File: src/rtl/clkgen_pkg.sv
package clkgen_pkg;
  localparam int NCFG     = 8;
  localparam int SEL_W    = $clog2(NCFG);
  localparam int DIV_W    = 5;
  localparam int DIV_MIN  = 2;
  localparam int DIV_MAX  = 20;
  localparam int BANK_N   = 4;
  localparam int NBANK    = 2;
  localparam int NOUT     = NBANK * BANK_N + 1;
  localparam int CFG_W    = 2 * DIV_W + NOUT;
  localparam int TEST_LEN = 170;
  localparam int TEST_OUT = 6;
  localparam int TCNT_W   = $clog2(TEST_LEN);

  typedef enum logic [1:0] {ST_OFF = 2'd0, ST_TEST = 2'd1, ST_RUN = 2'd2} seq_st_t;

  typedef struct packed {
    logic [NOUT-1:0]  en;
    logic [DIV_W-1:0] div_b;
    logic [DIV_W-1:0] div_a;
  } cfg_t;

  function automatic logic [DIV_W-1:0] clamp_div(input logic [DIV_W-1:0] d);
    if (d < DIV_W'(DIV_MIN))      return DIV_W'(DIV_MIN);
    else if (d > DIV_W'(DIV_MAX)) return DIV_W'(DIV_MAX);
    else                          return d;
  endfunction
endpackage

File: src/rtl/sel_sync.sv
module sel_sync
  import clkgen_pkg::*;
(
  input  logic             clk,
  input  logic             rst_n,
  input  logic [SEL_W-1:0] sel_i,
  output logic [SEL_W-1:0] sel_cur_o,
  output logic             sel_chg_o
);
  logic [SEL_W-1:0] s1_q, s2_q, prev_q;

  always_ff @(posedge clk or negedge rst_n) begin
    if (!rst_n) begin
      s1_q   <= '1;
      s2_q   <= '1;
      prev_q <= '1;
    end else begin
      s1_q   <= sel_i;
      s2_q   <= s1_q;
      prev_q <= s2_q;
    end
  end

  assign sel_chg_o = (s2_q != prev_q);
  assign sel_cur_o = prev_q;


  sync_path_chk: assert property (@(posedge clk) disable iff (!rst_n)
    sel_chg_o |=> (sel_cur_o == $past(s2_q)));
endmodule

File: src/rtl/cfg_store.sv
module cfg_store
  import clkgen_pkg::*;
(
  input  logic             clk,
  input  logic             rst_n,
  input  logic             we_i,
  input  logic [SEL_W-1:0] addr_i,
  input  logic [CFG_W-1:0] wdata_i,
  input  logic [SEL_W-1:0] raddr_i,
  output cfg_t             rdata_o
);
  cfg_t mem_q [NCFG];

  always_ff @(posedge clk or negedge rst_n) begin
    if (!rst_n) begin
      for (int i = 0; i < NCFG; i++) mem_q[i] <= '0;
    end else if (we_i) begin
      mem_q[addr_i] <= cfg_t'(wdata_i);
    end
  end

  assign rdata_o = mem_q[raddr_i];


  cfg_write_chk: assert property (@(posedge clk) disable iff (!rst_n)
    (we_i && addr_i == raddr_i) |=> ($past(raddr_i) != raddr_i || rdata_o == $past(wdata_i)));
endmodule

File: src/rtl/startup_seq.sv
module startup_seq
  import clkgen_pkg::*;
(
  input  logic    clk,
  input  logic    rst_n,
  input  logic    pwr_n_i,
  input  logic    sel_chg_i,
  output seq_st_t st_o,
  output logic    test_bit_o,
  output logic    test_done_o
);
  seq_st_t           st_q;
  logic [TCNT_W-1:0] tcnt_q;

  assign test_done_o = (st_q == ST_TEST) && (tcnt_q == TCNT_W'(TEST_LEN - 1));

  always_ff @(posedge clk or negedge rst_n) begin
    if (!rst_n) begin
      st_q   <= ST_OFF;
      tcnt_q <= '0;
    end else if (!pwr_n_i || sel_chg_i) begin
      st_q   <= ST_OFF;
      tcnt_q <= '0;
    end else begin
      unique case (st_q)
        ST_OFF: begin
          st_q   <= ST_TEST;
          tcnt_q <= '0;
        end
        ST_TEST: begin
          if (test_done_o) st_q <= ST_RUN;
          else tcnt_q <= tcnt_q + 1'b1;
        end
        default: st_q <= ST_RUN;
      endcase
    end
  end

  assign st_o       = st_q;
  assign test_bit_o = (st_q == ST_TEST) && !tcnt_q[0];


  pwr_off_chk: assert property (@(posedge clk) disable iff (!rst_n)
    !pwr_n_i |=> (st_o == ST_OFF));

  sel_restart_chk: assert property (@(posedge clk) disable iff (!rst_n)
    (sel_chg_i && pwr_n_i) |=> (st_o == ST_OFF) ##1 (!$past(pwr_n_i) || $past(sel_chg_i) || st_o == ST_TEST));

  test_len_chk: assert property (@(posedge clk) disable iff (!rst_n)
    (test_done_o && pwr_n_i && !sel_chg_i) |=> (st_o == ST_RUN));

  off_to_test_chk: assert property (@(posedge clk) disable iff (!rst_n)
    (st_o == ST_OFF && pwr_n_i && !sel_chg_i) |=> (st_o == ST_TEST && test_bit_o));
endmodule

File: src/rtl/bank_div.sv
module bank_div
  import clkgen_pkg::*;
(
  input  logic             clk,
  input  logic             rst_n,
  input  logic             run_i,
  input  logic [DIV_W-1:0] div_i,
  output logic             hi_o
);
  logic [DIV_W-1:0] cnt_q;

  always_ff @(posedge clk or negedge rst_n) begin
    if (!rst_n)                    cnt_q <= '0;
    else if (!run_i)               cnt_q <= '0;
    else if (cnt_q >= div_i - 1'b1) cnt_q <= '0;
    else                           cnt_q <= cnt_q + 1'b1;
  end

  assign hi_o = run_i && (cnt_q < (div_i >> 1));


  div_start_chk: assert property (@(posedge clk) disable iff (!rst_n)
    !run_i |=> (cnt_q == '0));

  div_range_chk: assert property (@(posedge clk) disable iff (!rst_n)
    run_i |-> (div_i >= DIV_W'(DIV_MIN) && div_i <= DIV_W'(DIV_MAX)));
endmodule

File: src/rtl/clkgen_ctrl.sv
module clkgen_ctrl
  import clkgen_pkg::*;
(
  input  logic             clk,
  input  logic             rst_n,
  input  logic [2:0]       sel_i,
  input  logic             pwr_n_i,
  input  logic             cfg_we_i,
  input  logic [2:0]       cfg_addr_i,
  input  logic [18:0]      cfg_wdata_i,
  output logic [8:0]       clk_o,
  output logic [8:0]       clk_oe_o
);
  logic [SEL_W-1:0] sel_cur;
  logic             sel_chg;
  cfg_t             cfg;
  seq_st_t          st;
  logic             test_bit, test_done;
  logic [NBANK-1:0] bank_hi;
  logic [DIV_W-1:0] div_eff [NBANK];
  logic             run_on, x_q;

  sel_sync u_sync (
    .clk(clk), .rst_n(rst_n), .sel_i(sel_i),
    .sel_cur_o(sel_cur), .sel_chg_o(sel_chg)
  );

  cfg_store u_cfg (
    .clk(clk), .rst_n(rst_n), .we_i(cfg_we_i), .addr_i(cfg_addr_i),
    .wdata_i(cfg_wdata_i), .raddr_i(sel_cur), .rdata_o(cfg)
  );

  startup_seq u_seq (
    .clk(clk), .rst_n(rst_n), .pwr_n_i(pwr_n_i), .sel_chg_i(sel_chg),
    .st_o(st), .test_bit_o(test_bit), .test_done_o(test_done)
  );

  assign run_on     = (st == ST_RUN);
  assign div_eff[0] = clamp_div(cfg.div_a);
  assign div_eff[1] = clamp_div(cfg.div_b);

  for (genvar b = 0; b < NBANK; b++) begin : g_bank
    bank_div u_div (
      .clk(clk), .rst_n(rst_n), .run_i(run_on),
      .div_i(div_eff[b]), .hi_o(bank_hi[b])
    );
  end

  always_ff @(posedge clk or negedge rst_n) begin
    if (!rst_n)       x_q <= 1'b1;
    else if (!run_on) x_q <= 1'b1;
    else              x_q <= ~x_q;
  end

  always_comb begin
    clk_o    = '0;
    clk_oe_o = (st == ST_OFF) ? '0 : '1;
    if (st == ST_TEST) begin
      clk_o[TEST_OUT] = test_bit;
    end else if (run_on) begin
      for (int i = 0; i < BANK_N; i++) begin
        clk_o[i]          = cfg.en[i] & bank_hi[0];
        clk_o[BANK_N + i] = cfg.en[BANK_N + i] & bank_hi[1];
      end
      clk_o[NOUT-1] = cfg.en[NOUT-1] & x_q;
    end
  end


  off_quiet_chk: assert property (@(posedge clk) disable iff (!rst_n)
    (clk_oe_o == '0) |-> (clk_o == '0));

  disabled_low_chk: assert property (@(posedge clk) disable iff (!rst_n)
    run_on |-> ((clk_o & ~cfg.en) == '0 && clk_oe_o == '1));

  extra_toggle_chk: assert property (@(posedge clk) disable iff (!rst_n)
    (run_on && $past(run_on) && cfg.en[NOUT-1] && $stable(cfg.en)) |-> (clk_o[NOUT-1] != $past(clk_o[NOUT-1])));

  test_pattern_chk: assert property (@(posedge clk) disable iff (!rst_n)
    (st == ST_TEST) |-> ($countones(clk_o) <= 1 && (clk_o & ~(9'b1 << TEST_OUT)) == '0));

  bank_same_chk: assert property (@(posedge clk) disable iff (!rst_n)
    (run_on && cfg.en[1:0] == 2'b11) |-> (clk_o[0] == clk_o[1]));
endmodule

File: config.mk
export PLATFORM = sky130hd
export DESIGN_NAME = clkgen_ctrl
export DESIGN_NICKNAME = d
export VERILOG_FILES = /design/src/rtl/clkgen_pkg.sv /design/src/rtl/sel_sync.sv /design/src/rtl/cfg_store.sv /design/src/rtl/startup_seq.sv /design/src/rtl/bank_div.sv /design/src/rtl/clkgen_ctrl.sv
export SDC_FILE = /design/constraint.sdc
export NUM_CORES = 1
export LEC_CHECK = 0
export BUFFER_PORTS_ARGS = -buffer_cell sky130_fd_sc_hd__buf_2
export CORE_MARGIN = 2
export CORE_UTILIZATION = 30
export DETAILED_ROUTE_END_ITERATION = 8
export REMOVE_ABC_BUFFERS = 1
export SYNTH_ARGS = -nofsm -noshare
export SYNTH_HDL_FRONTEND = slang
export SYNTH_HIERARCHICAL = 1
export SYNTH_SLANG_ARGS = --single-unit
File: constraint.sdc
create_clock -name clk -period 5.9 [get_ports clk]
set_clock_uncertainty 0.1 [all_clocks]
set_input_delay 0.295 -clock clk [delete_from_list [all_inputs] [get_ports clk]]
set_output_delay 0.295 -clock clk [all_outputs]
set_load 0.02 [all_outputs]
# Yosys cells after proc, flatten, opt, wreduce, memory -nomap -nowiden
# Index checks and enable logic that the tools add are counted.
totals:
  register_bits: 182
  output_inout_bits: 18
  word_cells: 103
op_classes:
  addsub: 5
  n_lt_le_gt_ge: 11
  n_eq_ne: 6
  muxes: 26
  bitwise_logic: 12
  reduce_logical: 11
op_table:
  columns: ["operator", "count"]
  rows:
  - ["152-bit bitwise mux", 1]
  - ["19-bit binary-select mux with 3-bit select", 1]
  - ["19-bit demux with 3-bit select", 1]
  - ["19-bit 2-to-1 mux", 3]
  - ["5-bit 2-to-1 mux", 8]
  - ["9-bit 2-to-1 mux", 2]
  - ["8-bit 2-to-1 mux", 2]
  - ["8-bit one-hot mux with 2 select lines", 1]
  - ["5-bit by 1-bit adder with 5-bit output, second input constant", 2]
  - ["5-bit greater-or-equal comparator", 2]
  - ["5-bit > comparator, second input constant", 2]
  - ["5-bit by 2-bit < comparator with 1-bit output, second input constant", 2]
  - ["5-bit by 4-bit < comparator with 1-bit output", 2]
  - ["5-bit by 1-bit subtractor with 5-bit output, second input constant", 2]
  - ["1-bit AND", 9]
  - ["8-bit by 1-bit adder with 8-bit output, second input constant", 1]
  - ["8-bit equality test, second input constant", 1]
  - ["4-bit greater-or-equal comparator, second input constant", 2]
  - ["3-bit inverter with 4-bit output", 2]
  - ["2-bit 2-to-1 mux", 3]
  - ["6-bit 2-to-1 mux", 1]
  - ["3-bit by 2-bit inequality test with 1-bit output, second input constant", 2]
  - ["1-bit logical AND", 5]
  - ["4-bit by 1-bit < comparator with 1-bit output, second input constant", 1]
  - ["other kinds (11)", 13]

# Depth between registers and ports, before layout
depth:
  ltp_word: 12
  depth_mapped: 14

# Hierarchy
# The synthesis kept the hierarchy.
modules_own_cells:
  columns: ["module", "instances", "cells_each", "area_per_inst_um2"]
  rows:
  - ["cfg_store", 1, 394, 7103.1]
  - ["bank_div", 2, 49, 466.7]
  - ["startup_seq", 1, 68, 609.3]
  - ["clkgen_ctrl", 1, 39, 289.0]
  - ["sel_sync", 1, 13, 267.8]

# Worst setup path after synthesis
# No wires, ideal clock.
synth_path:
  path_type: "register to register"
  startpoint: "reg u_sync.prev_q[0], in the netlist u_sync/sel_cur_o[0]"
  endpoint: "reg g_bank[1].u_div.cnt_q[1]"
  arrival_ps: 3409
  setup_slack_ps: 2298
  stages_incl_launch_ff: 13
  n_path_buf: 1
  period_less_slack_ps: 3602
  cell_sequence: "dfstp_2 > buf_2 > mux4_2 > mux2_4 > or4_1 > o211a_1 > inv_1 > ha_1 > nand3_1 > xnor2_1 > ha_1 > and3_1 > a211oi_1"
synth_lines:
  columns: ["element", "line_no", "source"]
  rows:
  - ["start, declared", "sel_sync.sv:10", "logic [SEL_W-1:0] s1_q, s2_q, prev_q;"]
  - ["start signal, assigned", "sel_sync.sv:20", "prev_q <= s2_q;"]
  - ["end signal, assigned", "bank_div.sv:16", "else cnt_q <= cnt_q + 1'b1;"]
  - ["end, declared", "bank_div.sv:10", "logic [DIV_W-1:0] cnt_q;"]

==> metrics.csv <==
metric;value;unit
outcome;complete, no violations;
die area;32100;um^2
CTS Sinks;182;
Top Family by Delay on Critical Path;flip-flops;
FF-to-FF End;g_bank[0].u_div/cnt_q[3];
worst vdd ir;0.232;mV
Clock transition at path regs;0.07;ns
layout cells sized above 1;0.349;
vias in the first global route;5345;
Initial Util;0.303;
gpl congestion;0.775;
hold_ws;0.0747;ns
Placed Cells;1024;
Buffers & Inverters on Critical Path;2;
I/O pin count;47;
pwr/cell area;333;nW/um^2
Fin. Hold Viols;0;
DR DRC count;0;
Avg Cell Area, Syn;15.1;um^2
1st-pass router iterations;5;
Synth Cell Area;9200;um^2
vias per cell;4.82;
max cap viols;0;
clk_lat worst skew;0.43;ns
CTS buffer count;17;
Slew HR;0.360;
DR WL/cell;17.8;um
fmax;228;MHz
vias post-DR;5113;
RSZ-0062 raised after global routing;false;
Tightest Hold Check Type;input port to flop;
largest net degree at the start of global routing;82;
Core ar.;30300;um^2
area grow syn2layout;12.2;%
max-slew violations;0;
Pleak;4.52;nW
CTS tree;yes;
Final Power;3.44;mW
htree depth;4;
R2R cell count;12;
Die W;179;um
Ys Warns;6;
post-CTS sizing;0;
Setup TNS;0;ns
Layout Nets;702;
slowest stage cell, crit path;dfstp_2;
Critical Setup Path Class;flop to output pin;
Register-to-Register Setup Slack;1.63;ns
hold path startpoint;pwr_n_i;
Slew @ Worst Pin;0.960;ns
CP required;5.51;ns
Post-DP HPWL;11600;um
# setup viols final;0;
CP arrival;3.98;ns
startpoint types;flop;
leftover overflow at the end of global routing;0;
Post-Synthesis Cells;610;
CTS Root Cell;clkbuf_16;
worst reg2reg startpoint;u_sync/sel_cur_o[0];
DR iter-0 viols;266;
Routed Wire Length;18900;um
Final Non-Filler Cells;1061;
Period Utilization, post-route;0.742;
CP peak stage delay;1.17;ns
Routed Antenna Nets;0;
initial antenna violation count;1;
Die Span Y;179;um
Min-Delay Path Depth;3;
Endpoint, Worst Hold;u_seq/tcnt_q[4];
crit path capture type;output pin;
utilization after layout;0.340;
cells along the critical path;mux4_1 > mux2_4 > a21o_2 > inv_1 > ha_1 > a211oi_1 > o211a_1 > and3_1 > buf_2;
crit-path max FO;27;
CTS max path bufs;2;
input/output buffers;46;
all-layer global routing usage;0.127;
crit path time final;4.38;ns
cell row count;64;
global-route wire length before repair;30800;um
Filler Cell Count;2931;
worst max-delay path by stage:
stage | start | to | cells past startpoint
after floorplan | u_sync/sel_cur_o[0] | g_bank[0].u_div/cnt_q[1] | 11
after global placement | u_sync/sel_cur_o[0] | g_bank[0].u_div/cnt_q[3] | 12
after detailed placement | u_sync/sel_cur_o[0] | g_bank[0].u_div/cnt_q[1] | 12
after CTS | u_sync/sel_cur_o[0] | clk_o[2] | 9
after global routing | u_sync/sel_cur_o[0] | clk_o[1] | 9
final | u_sync/sel_cur_o[0] | clk_o[0] | 9
worst min-delay path, stage by stage:
cell and delay [ns]:
buf_2 0.11, nand3b_1 0.10, o22ai_1 0.07
power by group:
part	switching, mW	internal, mW	leakage, nW
combinational	0.283	0.440	2.05
clock	0.507	0.599	0.260
sequential	0.127	1.48	2.21
total	0.917	2.52	4.52
final cells by class:
cell class	instances	area, um^2	area share
clock inverters	12	116	0.0113
multi-input cells	366	4240	0.411
repair buffers	63	374	0.0363
diodes	1	2.50	0.000243
inverters	21	78.8	0.00764
flip-flops and latches	182	4570	0.443
clock buffers	20	447	0.0433
well taps	396	495	0.0480
timing repair:
action	4_1_cts	5_1_grt
setup buffers	0	0
hold buffers	4	0
endpoints found under the hold margin	81	0
layer usage:
layer  share of wire  up-vias  global-route usage
met2            0.47       65               0.204
li1                -     2347                   -
met5               0        -                   0
met1            0.49     2686               0.175
met4           0.010        0              0.0356
met3           0.026       15              0.0257
registers in the layout, summed over array words and instances, names as in the netlist:
signal              cells
g_bank.u_div/cnt_q     10
u_cfg/mem_q           152
u_seq/st_o              2
u_seq/tcnt_q            8
u_sync/s1_q             3
u_sync/s2_q             3
u_sync/sel_cur_o        3
x_q                     1
placed cells by master, fill, tap and decap left out, types with 4 or more instances in the layout:
cell type,n
mux2_1,77
mux2_4,48
nor2b_1,7
mux4_2,30
mux4_1,8
clkinvlp_4,5
inv_1,21
a31oi_1,6
o211a_1,4
xnor2_1,11
dfstp_2,10
dlygate4sd3_1,4
mux2_2,46
nand3_1,10
nor2_1,8
xor2_1,4
nand2_1,9
clkbuf_16,17
a211oi_1,12
buf_2,45
inv_6,5
or4_1,5
ha_1,22
and3_1,10
buf_4,13
dfrtp_1,172
metrics by stage:
stage / cell area (um^2) / worst slack, ns
global route: 10300 / 1.23
CTS: 10300 / 1.44
floorplan: 8870 / 1.80
global placement: 9710 / 1.71
detailed placement: 9710 / 1.62
finish: 10300 / 1.52
Note: power is estimated with default switching activity, not from simulation.
